**src/rtl/pmp_cfg_bank.sv**
```systemverilog
module pmp_cfg_bank #(
  parameter int NREG = 16,
  parameter int XLEN = 32,
  parameter int BPC  = XLEN / 8,
  parameter int CIW  = $clog2((NREG + BPC - 1) / BPC) + 1,
  parameter int AIW  = $clog2(NREG) + 1,
  parameter int CNTW = $clog2(NREG + 1)
) (
  input  logic                 clk,
  input  logic                 rst_n,
  input  logic                 cfg_we,
  input  logic [CIW-1:0]       cfg_idx,
  input  logic [XLEN-1:0]      cfg_wdata,
  output logic [XLEN-1:0]      cfg_rdata,
  input  logic                 addr_we,
  input  logic [AIW-1:0]       addr_idx,
  input  logic [XLEN-1:0]      addr_wdata,
  output logic [XLEN-1:0]      addr_rdata,
  input  logic                 sec_we,
  input  logic [2:0]           sec_wdata,
  output logic [2:0]           sec_flags,
  output logic [NREG*8-1:0]    cfg_flat,
  output logic [NREG*XLEN-1:0] addr_flat,
  output logic [CNTW-1:0]      rule_count,
  output logic                 prot_changed
);

  logic [7:0]      cfg_q  [NREG];
  logic [XLEN-1:0] addr_q [NREG];
  logic            ldn_q, wl_q, byp_q, pulse_q;
  logic [NREG-1:0] ro, tor, locked, cfg_take, addr_take;
  logic            sticky_rise;

  function automatic logic forbidden(input logic [7:0] b);
    case ({b[7], b[0], b[1], b[2]})
      4'd9, 4'd10, 4'd11, 4'd13: forbidden = 1'b1;
      default:                   forbidden = 1'b0;
    endcase
  endfunction

  for (genvar r = 0; r < NREG; r++) begin : g_reg
    localparam int SLOT = r % BPC;
    localparam int WORD = r / BPC;
    logic [7:0] nb;
    logic       nxt_guard;

    assign locked[r] = cfg_q[r][7];
    assign ro[r]     = cfg_q[r][7] & ~byp_q;
    assign tor[r]    = (cfg_q[r][4:3] == 2'd1);
    assign nb        = cfg_wdata[SLOT*8 +: 8];

    if (r < NREG - 1) begin : g_nxt
      assign nxt_guard = tor[r+1] & ro[r+1];
    end else begin : g_last
      assign nxt_guard = 1'b0;
    end

    assign cfg_take[r] = cfg_we && (cfg_idx == CIW'(WORD)) && (nb != cfg_q[r]) &&
                         !ro[r] && !(ldn_q && !byp_q && forbidden(nb));
    assign addr_take[r] = addr_we && (addr_idx == AIW'(r)) && (addr_wdata != addr_q[r]) &&
                          !ro[r] && !nxt_guard;

    always_ff @(posedge clk) begin
      if (!rst_n) begin
        cfg_q[r]  <= '0;
        addr_q[r] <= '0;
      end else begin
        if (cfg_take[r])  cfg_q[r]  <= nb;
        if (addr_take[r]) addr_q[r] <= addr_wdata;
      end
    end

    assign cfg_flat[r*8 +: 8]       = cfg_q[r];
    assign addr_flat[r*XLEN +: XLEN] = addr_q[r];
  end

  always_comb begin
    cfg_rdata  = '0;
    addr_rdata = '0;
    rule_count = '0;
    for (int r = 0; r < NREG; r++) begin
      if (cfg_idx == CIW'(r / BPC)) cfg_rdata[(r % BPC)*8 +: 8] = cfg_q[r];
      if (addr_idx == AIW'(r)) addr_rdata = addr_q[r];
      rule_count = rule_count + {{(CNTW-1){1'b0}}, cfg_q[r][4:3] != 2'd0};
    end
  end

  assign sticky_rise = sec_we & ((sec_wdata[0] & ~ldn_q) | (sec_wdata[1] & ~wl_q));

  always_ff @(posedge clk) begin
    if (!rst_n) begin
      ldn_q   <= 1'b0;
      wl_q    <= 1'b0;
      byp_q   <= 1'b0;
      pulse_q <= 1'b0;
    end else begin
      if (sec_we) begin
        ldn_q <= ldn_q | sec_wdata[0];
        wl_q  <= wl_q  | sec_wdata[1];
        byp_q <= sec_wdata[2] & (byp_q | ~(|locked));
      end
      pulse_q <= (|cfg_take) | (|addr_take) | sticky_rise;
    end
  end

  assign sec_flags    = {byp_q, wl_q, ldn_q};
  assign prot_changed = pulse_q;

endmodule

```
**config.mk**
```make
export PLATFORM = sky130hd
export DESIGN_NAME = pmp_cfg_bank
export DESIGN_NICKNAME = d
export VERILOG_FILES = /design/src/rtl/pmp_cfg_bank.sv
export SDC_FILE = /design/constraint.sdc
export NUM_CORES = 1
export LEC_CHECK = 0
export CAP_MARGIN = 40
export CORE_AREA = 10 10 303 305
export DETAILED_ROUTE_END_ITERATION = 12
export DIE_AREA = 0 0 313 315
export GPL_TIMING_DRIVEN = 0
export PLACE_DENSITY = 0.73
export REMOVE_ABC_BUFFERS = 1
export SYNTH_ARGS = -nofsm -noshare
export SYNTH_HDL_FRONTEND = slang
export SYNTH_SLANG_ARGS = --single-unit
```
**constraint.sdc**
```tcl
create_clock -name clk -period 4.9 [get_ports clk]
set_input_delay 1.47 -clock clk [delete_from_list [all_inputs] [get_ports clk]]
set_output_delay 1.47 -clock clk [all_outputs]
set_load 0.005 [all_outputs]
```
==> flow_summary.toml, run 1 <==
[logic_synthesis]
ys_seq_elements = 644
yosysTopAreaCellShare = 0.5108
netlist_area_sq_mm = 0.03762
synth_ff_type = "edfxtp_1"
yosys.area.top_type = "edfxtp_1"
ys_seq_area_frac = 0.5129
synthTopCellsByArea = "edfxtp_1 (51%), xor2_1 (13%), and2_1 (6.5%), and3_1 (4.3%), nor4_1 (2.6%)"
async_flop_share = 0
synth-edff-count = 640
synth_cells = 3306
ys_types = 86
syn_area_per_cell_sq_um = 11.38
yosysWarnings = 0

[clock_network]
path_clk_slew_ns = 0.06
cts_tree = "yes"
root_buffer = "clkbuf_16"
clock_sinks = 644
clock_latency_ns = 0.65
clockBufferDepth = 3
h-tree-depth = 3
cts_made_buffers = 71

[pwr]
vdd.ir_drop.worst_mv = 0.2775
p_per_area_mw_per_mm2 = 279.6
p_leak_nw = 21.31
p_total_mw = 14.95

[worst_setup_path]
slowest_delay_ns = 0.87
worst_ep_required_time_ns = 3.43
path_buf_inv = 4
worst-r2r-setup-slack_ns = 1.28
slowest_stage = "a222oi_1"
cp_top_family = "compound AO/OA/AOI/OAI gates"
start_kind = "input port"
cp-end-kind = "output pin"
crit_path_cell_trace = "buf_12, buf_16, or4_4, buf_6, a2bb2oi_2, a222oi_1, o211ai_1, a31oi_1, a211oi_2, o21ai_2, buf_2"
r2r-end = "addr_q[1][250]$_SDFFCE_PN0P_"
crit_arrival_ns = 4.64
worstRegToRegCells = 6
crit_type = "input port to output pin"
worstPathMaxFanout = 7
reg2reg_from = "byp_q$_SDFFE_PN0P_"

[timing]
rsz0062_at_grt = "yes"
hold_viol = 0
min_period_over_period = 1.247
finalSetupViolations = 37
clock_skew_ns = 0.03819
relSlewSlack = -0.06290
finalMaxSlewViolations = 1
fin_crit_ns = 6.109
fin_ws_ns = -1.209
setup-tns-final_ns = -22.01
worst_slew_pin_slew_ns = 1.594
max_freq_mhz = 163.7

[floorplanning]
core_area_sq_mm = 0.08594
row_count = 108
die_height_microns = 315
initial_core_util = 0.4378
die_area_sq_mm = 0.09860
boundaryPins = 793
dieWidth_microns = 313

[drt]
vias_per_cell = 6.528
drtAntennaViolNets = 0
routedWlPerCell_microns = 38.26
drt-initial-drc-count = 5848
routed_wl_microns = 204300
drc_errors = 0
vias = 34860
dr.pass1.iters = 7

[min_path]
hp-class = "register to register"
min_path_cells = 2
min_from = "wl_q$_SDFFE_PN0P_"
worstHoldEndpoint = "wl_q$_SDFFE_PN0P_"

[placement]
io_buffer_count = 792
dp_slack_ns = -2.907
place.gp.congestion = 0.9845
dp_hpwl_microns = 151800

[cells_and_area]
nFillCells = 6629
post-route-util = 0.6222
final_nets = 4224
drive_above_1_share = 0.1887
syn_to_final_growth_pct = 42.11

[grt]
grt_pass1_wl_microns = 277900
grt_max_degree = 102
grt_pass1_vias = 33410
antenna_found_initial = 9
grt_usage = 0.3987
overflow = 0

[outcome]
outcome = "complete, but fails checks"
violations = "slew limit, setup timing"

[run]
maxCapViolations = 0
-- worst reg2reg max path, delay by kind of cell, from the launching register on --
family | cells | cell delay, ns
simple gates | 3 | 1.52
flops | 1 | 0.69
buf+inv | 2 | 0.45
compound gates | 1 | 0.57
-- layer usage --
metal	track usage	wire [microns]	up-vias
met5	0	75	-
met4	0.2423	16880	12
met3	0.1571	31380	840
met2	0.6232	90280	3381
met1	0.4581	65710	16960
li1	-	-	13670
-- final cells by class --
| type | instances | area [sq um] | area share |
|---|---|---|---|
| Clock buffer | 84 | 1847 | 0.03454 |
| Sequential cell | 644 | 19300 | 0.3609 |
| Antenna cell | 3 | 7.507 | 0.0001404 |
| Clock inverter | 42 | 416.7 | 0.007792 |
| Inverter | 34 | 140.1 | 0.002621 |
| Tap cell | 1155 | 1445 | 0.02703 |
| Multi-Input combinational cell | 2297 | 18920 | 0.3538 |
| Timing Repair Buffer | 1081 | 11400 | 0.2132 |
-- synthesized netlist by cell type (20+ instances only) --
| master | count |
|---|---|
| clkbuf_1 | 239 |
| nand4_1 | 54 |
| a21oi_1 | 47 |
| nor2_1 | 104 |
| nor4_1 | 154 |
| nor2b_1 | 45 |
| a221oi_1 | 29 |
| a222oi_1 | 24 |
| a211oi_1 | 44 |
| a31oi_1 | 20 |
| edfxtp_1 | 640 |
| inv_1 | 32 |
| buf_2 | 69 |
| o21ai_0 | 52 |
| mux4_2 | 33 |
| o221ai_1 | 21 |
| xor2_1 | 578 |
| o22ai_1 | 42 |
| and2_1 | 388 |
| xnor2_1 | 65 |
| and3_1 | 261 |
| nand2_1 | 99 |
-- how the worst max path moves through the flow --
stage | start | to | slack, ns | cells after the start
finish | addr_idx[3] | addr_rdata[18] | -1.21 | 11
global route | addr_idx[0] | addr_rdata[18] | -1.16 | 12
CTS | cfg_q[1][36]$_SDFFCE_PN0P_ | rule_count[2] | -0.98 | 9
detailed placement | addr_idx[4] | addr_rdata[13] | -2.91 | 9
global placement | rst_n | addr_q[1][169]$_SDFFCE_PN0P_ | -11.85 | 2
floorplan | addr_idx[0] | addr_rdata[22] | -1.13 | 6
-- cells in the final DEF (no fill, tap or decap), types with 13 or more instances in the layout --
cell             instances
a21o_1                  16
and2_1                 384
clkinv_1                14
mux4_2                  33
a211oi_1                15
nor2_1                  77
inv_1                   28
nand2_1                 80
o22ai_1                 30
clkinv_2                14
buf_2                   76
nand4_1                 54
a21oi_1                 26
and3_1                 256
buf_12                  57
buf_8                   26
clkbuf_16               72
a222oi_1                24
clkdlybuf4s50_1        714
mux2_2                  19
xor2_1                 577
a221oi_4                15
o21ai_0                 46
buf_4                  116
o2111ai_1               13
nor4_1                 152
nand2b_1                14
edfxtp_1               640
buf_6                   63
nor2_2                  18
a211oi_4                17
xnor2_1                 64
buf_16                  22
nor2b_1                 43
-- report_power, final --
group | internal (mW) | switching, mW | total, mW
sequential | 6.28 | 0.383 | 6.66
combinational | 1.29 | 1.61 | 2.90
clock | 2.95 | 2.43 | 5.38
total | 10.5 | 4.42 | 14.9
-- logic make-up after synthesis --
group                    share of synthesized area
AO/OA/AOI/OAI                              0.07855
AND/OR/NAND/NOR                             0.1846
XOR/XNOR                                    0.1497
adder cells (fa/ha/maj)                   0.006983
buffers and inverters                      0.04027
multiplexers                               0.02704
flip-flops                                  0.5129
-- registers in the layout (all words and copies together), names as in the netlist --
name          cells
addr_q          512
wl_q              1
ldn_q             1
cfg_q           128
prot_changed      1
byp_q             1
-- timing repair --
action,in CTS,in global routing
gates cloned,10,0
resized for setup,537,97
pin swaps,167,131
endpoints found under the setup margin,69,48
hold buffers,0,0
buffers inserted,117,56
-- metrics by stage --
stage,instances,cell area [sq um],hold slack (ns)
global route,5338,53470,0.5362
detailed placement,5034,47420,0.4959
finish,5340,53470,0.5021
global placement,4922,45610,0.4832
CTS,5287,52670,0.5101
floorplan,2975,36240,0.4820
Power figures use the tool's default switching activity.
==> inputs of run 2 (changes only) <==
--- a/config.mk
+++ b/config.mk
@@ -6,11 +6,12 @@
 export NUM_CORES = 1
 export LEC_CHECK = 0
 export CAP_MARGIN = 40
-export CORE_AREA = 10 10 303 305
+export CORE_AREA = 2 2 313 315
+export CTS_CLUSTER_DIAMETER = 80
 export DETAILED_ROUTE_END_ITERATION = 12
-export DIE_AREA = 0 0 313 315
+export DIE_AREA = 0 0 315 317
 export GPL_TIMING_DRIVEN = 0
-export PLACE_DENSITY = 0.73
+export PLACE_DENSITY = 0.66
 export REMOVE_ABC_BUFFERS = 1
 export SYNTH_ARGS = -nofsm -noshare
 export SYNTH_HDL_FRONTEND = slang
==> flow_summary.toml, run 2 (synthesis results as in run 1) <==
[worst_setup_path]
slowest_stage = "a222oi_1"
r2r-end = "prot_changed$_SDFF_PN0_"
crit_type = "input port to output pin"
crit_arrival_ns = 4.43
crit_top_cell = "buf_12"
worstRegToRegCells = 10
crit_start = "addr_idx[0]"
slowest_delay_ns = 1.14
crit_path_cell_trace = "buf_12, buf_12, nor2b_4, and3_4, buf_12, a222oi_1, nand2_1, o221ai_4, a31oi_4, a21o_1, buf_2"
cp-end-kind = "output pin"
start_kind = "input port"
path_buf_inv = 4
cp_top_family = "compound AO/OA/AOI/OAI gates"
reg2reg_from = "byp_q$_SDFFE_PN0P_"
worst_ep_required_time_ns = 3.43
cp-endpoint = "addr_rdata[27]"
worst-r2r-setup-slack_ns = 1.11
worstPathMaxFanout = 6
crit_cells = 11

[timing]
holdWs_ns = 0.5165
max_freq_mhz = 169.4
relSlewSlack = 0.08340
finalMaxSlewViolations = 0
fin_crit_ns = 5.903
clock_skew_ns = 0.03462
min_period_over_period = 1.205
worst_slew_pin_slew_ns = 1.375
finalSetupViolations = 37
rsz0062_at_grt = "yes"
fin_ws_ns = -1.003
hold_viol = 0

[cells_and_area]
largestRegisters = "addr_q x512, cfg_q x128"
post-route-util = 0.5562
stdcell_area_sq_mm = 0.05355
syn_to_final_growth_pct = 42.33
largest_reg_flops = 512
drive_above_1_share = 0.1807
final_nets = 4220
final_common_cell = "clkdlybuf4s50_1"
final_cell_mix = "clkdlybuf4s50_1 (714), edfxtp_1 (640), xor2_1 (577)"
top_register = "addr_q"

[placement]
dp_hpwl_microns = 149500
place.gp.congestion = 1.014
io_buffer_count = 792
dp_slack_ns = -2.877
placed_area_sq_mm = 0.04765

[floorplanning]
die_area_sq_mm = 0.09986
core_area_sq_mm = 0.09628
die_height_microns = 317
row_count = 114
boundaryPins = 793
dieWidth_microns = 315
initial_core_util = 0.3908

[clock_network]
h-tree-depth = 3
clock_sinks = 644
clock_latency_ns = 0.65
path_clk_slew_ns = 0.05
clockBufferDepth = 3
cts_tree = "yes"
root_buffer = "clkbuf_16"
cts_made_buffers = 76

[pwr]
p_int_mw = 10.95
p_per_area_mw_per_mm2 = 287.2
vdd.ir_drop.worst_mv = 0.2492
p_total_mw = 15.38
seq_power_share = 0.434
p_comb_frac = 0.184
p_leak_nw = 21.34
power.share.switching = 0.2880
p_clk_frac = 0.382
power_switching_mw = 4.430

[grt]
overflow = 0
grt_pass1_vias = 32940
grt_usage = 0.3898
grt_max_degree = 112
antenna_found_initial = 16
grtUsageMet3 = 0.1463
gr-usage-met2 = 0.6096
grt_pass1_wl_microns = 270100
busiest_layer = "met2"
grt_use_met1 = 0.4565

[drt]
routed_wl_microns = 201800
drc_errors = 0
dr.pass1.iters = 12
drt-initial-drc-count = 5783
routedWlPerCell_microns = 36.91
vias = 34430
drtAntennaViolNets = 0
vias_per_cell = 6.298

[outcome]
outcome = "complete, but fails checks"
violations = "setup timing"

[run]
maxCapViolations = 0

[min_path]
hp-class = "register to register"
==> run 2: cell count changes in the layout (fill, tap and decap cells not counted), moves of 6 or more <==
cell / previous run / this run
clkinv_2: 14 / 8
clkbuf_1: 12 / 18
a221oi_1: 6 / 12
buf_4: 116 / 110
clkbuf_16: 72 / 78
==> run 2: routing by layer <==
metal,vias up,wire (microns)
met3,755,29530
met1,16850,66850
li1,13690,-
met4,18,16010
met5,-,129
met2,3118,89230
==> run 2: how the worst min path moves through the flow <==
stage | from | slack (ns) | cells past startpoint | endpoint
finish | wl_q$_SDFFE_PN0P_ | 0.52 | 2 | wl_q$_SDFFE_PN0P_
CTS | wl_q$_SDFFE_PN0P_ | 0.51 | 2 | wl_q$_SDFFE_PN0P_
global placement | wl_q$_SDFFE_PN0P_ | 0.48 | 2 | wl_q$_SDFFE_PN0P_
global route | wl_q$_SDFFE_PN0P_ | 0.57 | 2 | wl_q$_SDFFE_PN0P_
detailed placement | wl_q$_SDFFE_PN0P_ | 0.49 | 2 | wl_q$_SDFFE_PN0P_
floorplan | wl_q$_SDFFE_PN0P_ | 0.48 | 2 | wl_q$_SDFFE_PN0P_
==> run 2: cell type report <==
class	count	area (sq um)
clock buffer	95	1994
multi-input combinational	2297	18620
fill	7985	42730
inverter	34	127.6
antenna	6	15.01
clock inverter	42	511.7
sequential	644	19300
tap	1276	1597
timing repair buffer	1072	11380
==> run 2: worst reg2reg max path: cells and delay by family (launching register included) <==
kind,cells,cell delay [ns]
AO/OA/AOI/OAI,4,1.29
AND/OR/NAND/NOR,3,1.16
buffers and inverters,3,0.76
flip-flops,1,0.46
==> run 2: repair_timing <==
item                                    in CTS  in global routing
setup buffers                              123                 35
endpoints found under the setup margin      38                 37
hold buffers                                 0                  0
gates cloned                                11                  1
pin swaps                                  171                 96
endpoints found under the hold margin        0                  0
resized for setup                          522                 62
==> run 2: metrics by stage <==
stage                     TNS, ns  std cells
after floorplan            -63.14       2975
after global placement          -       5043
after detailed placement  -230.81       5157
after CTS                  -17.94       5428
after global routing       -23.62       5461
final                      -23.58       5466
==> run 2: power groups by stage <==
stage                     combinational, mW  clock, mW  sequential (mW)
after global placement                 2.34          0             6.79
after detailed placement               2.47          0             6.77
final                                  2.83       5.87             6.68
after global routing                   2.93       6.06             6.68
after CTS                              2.74       5.86             6.66
after floorplan                       0.820          0             6.60
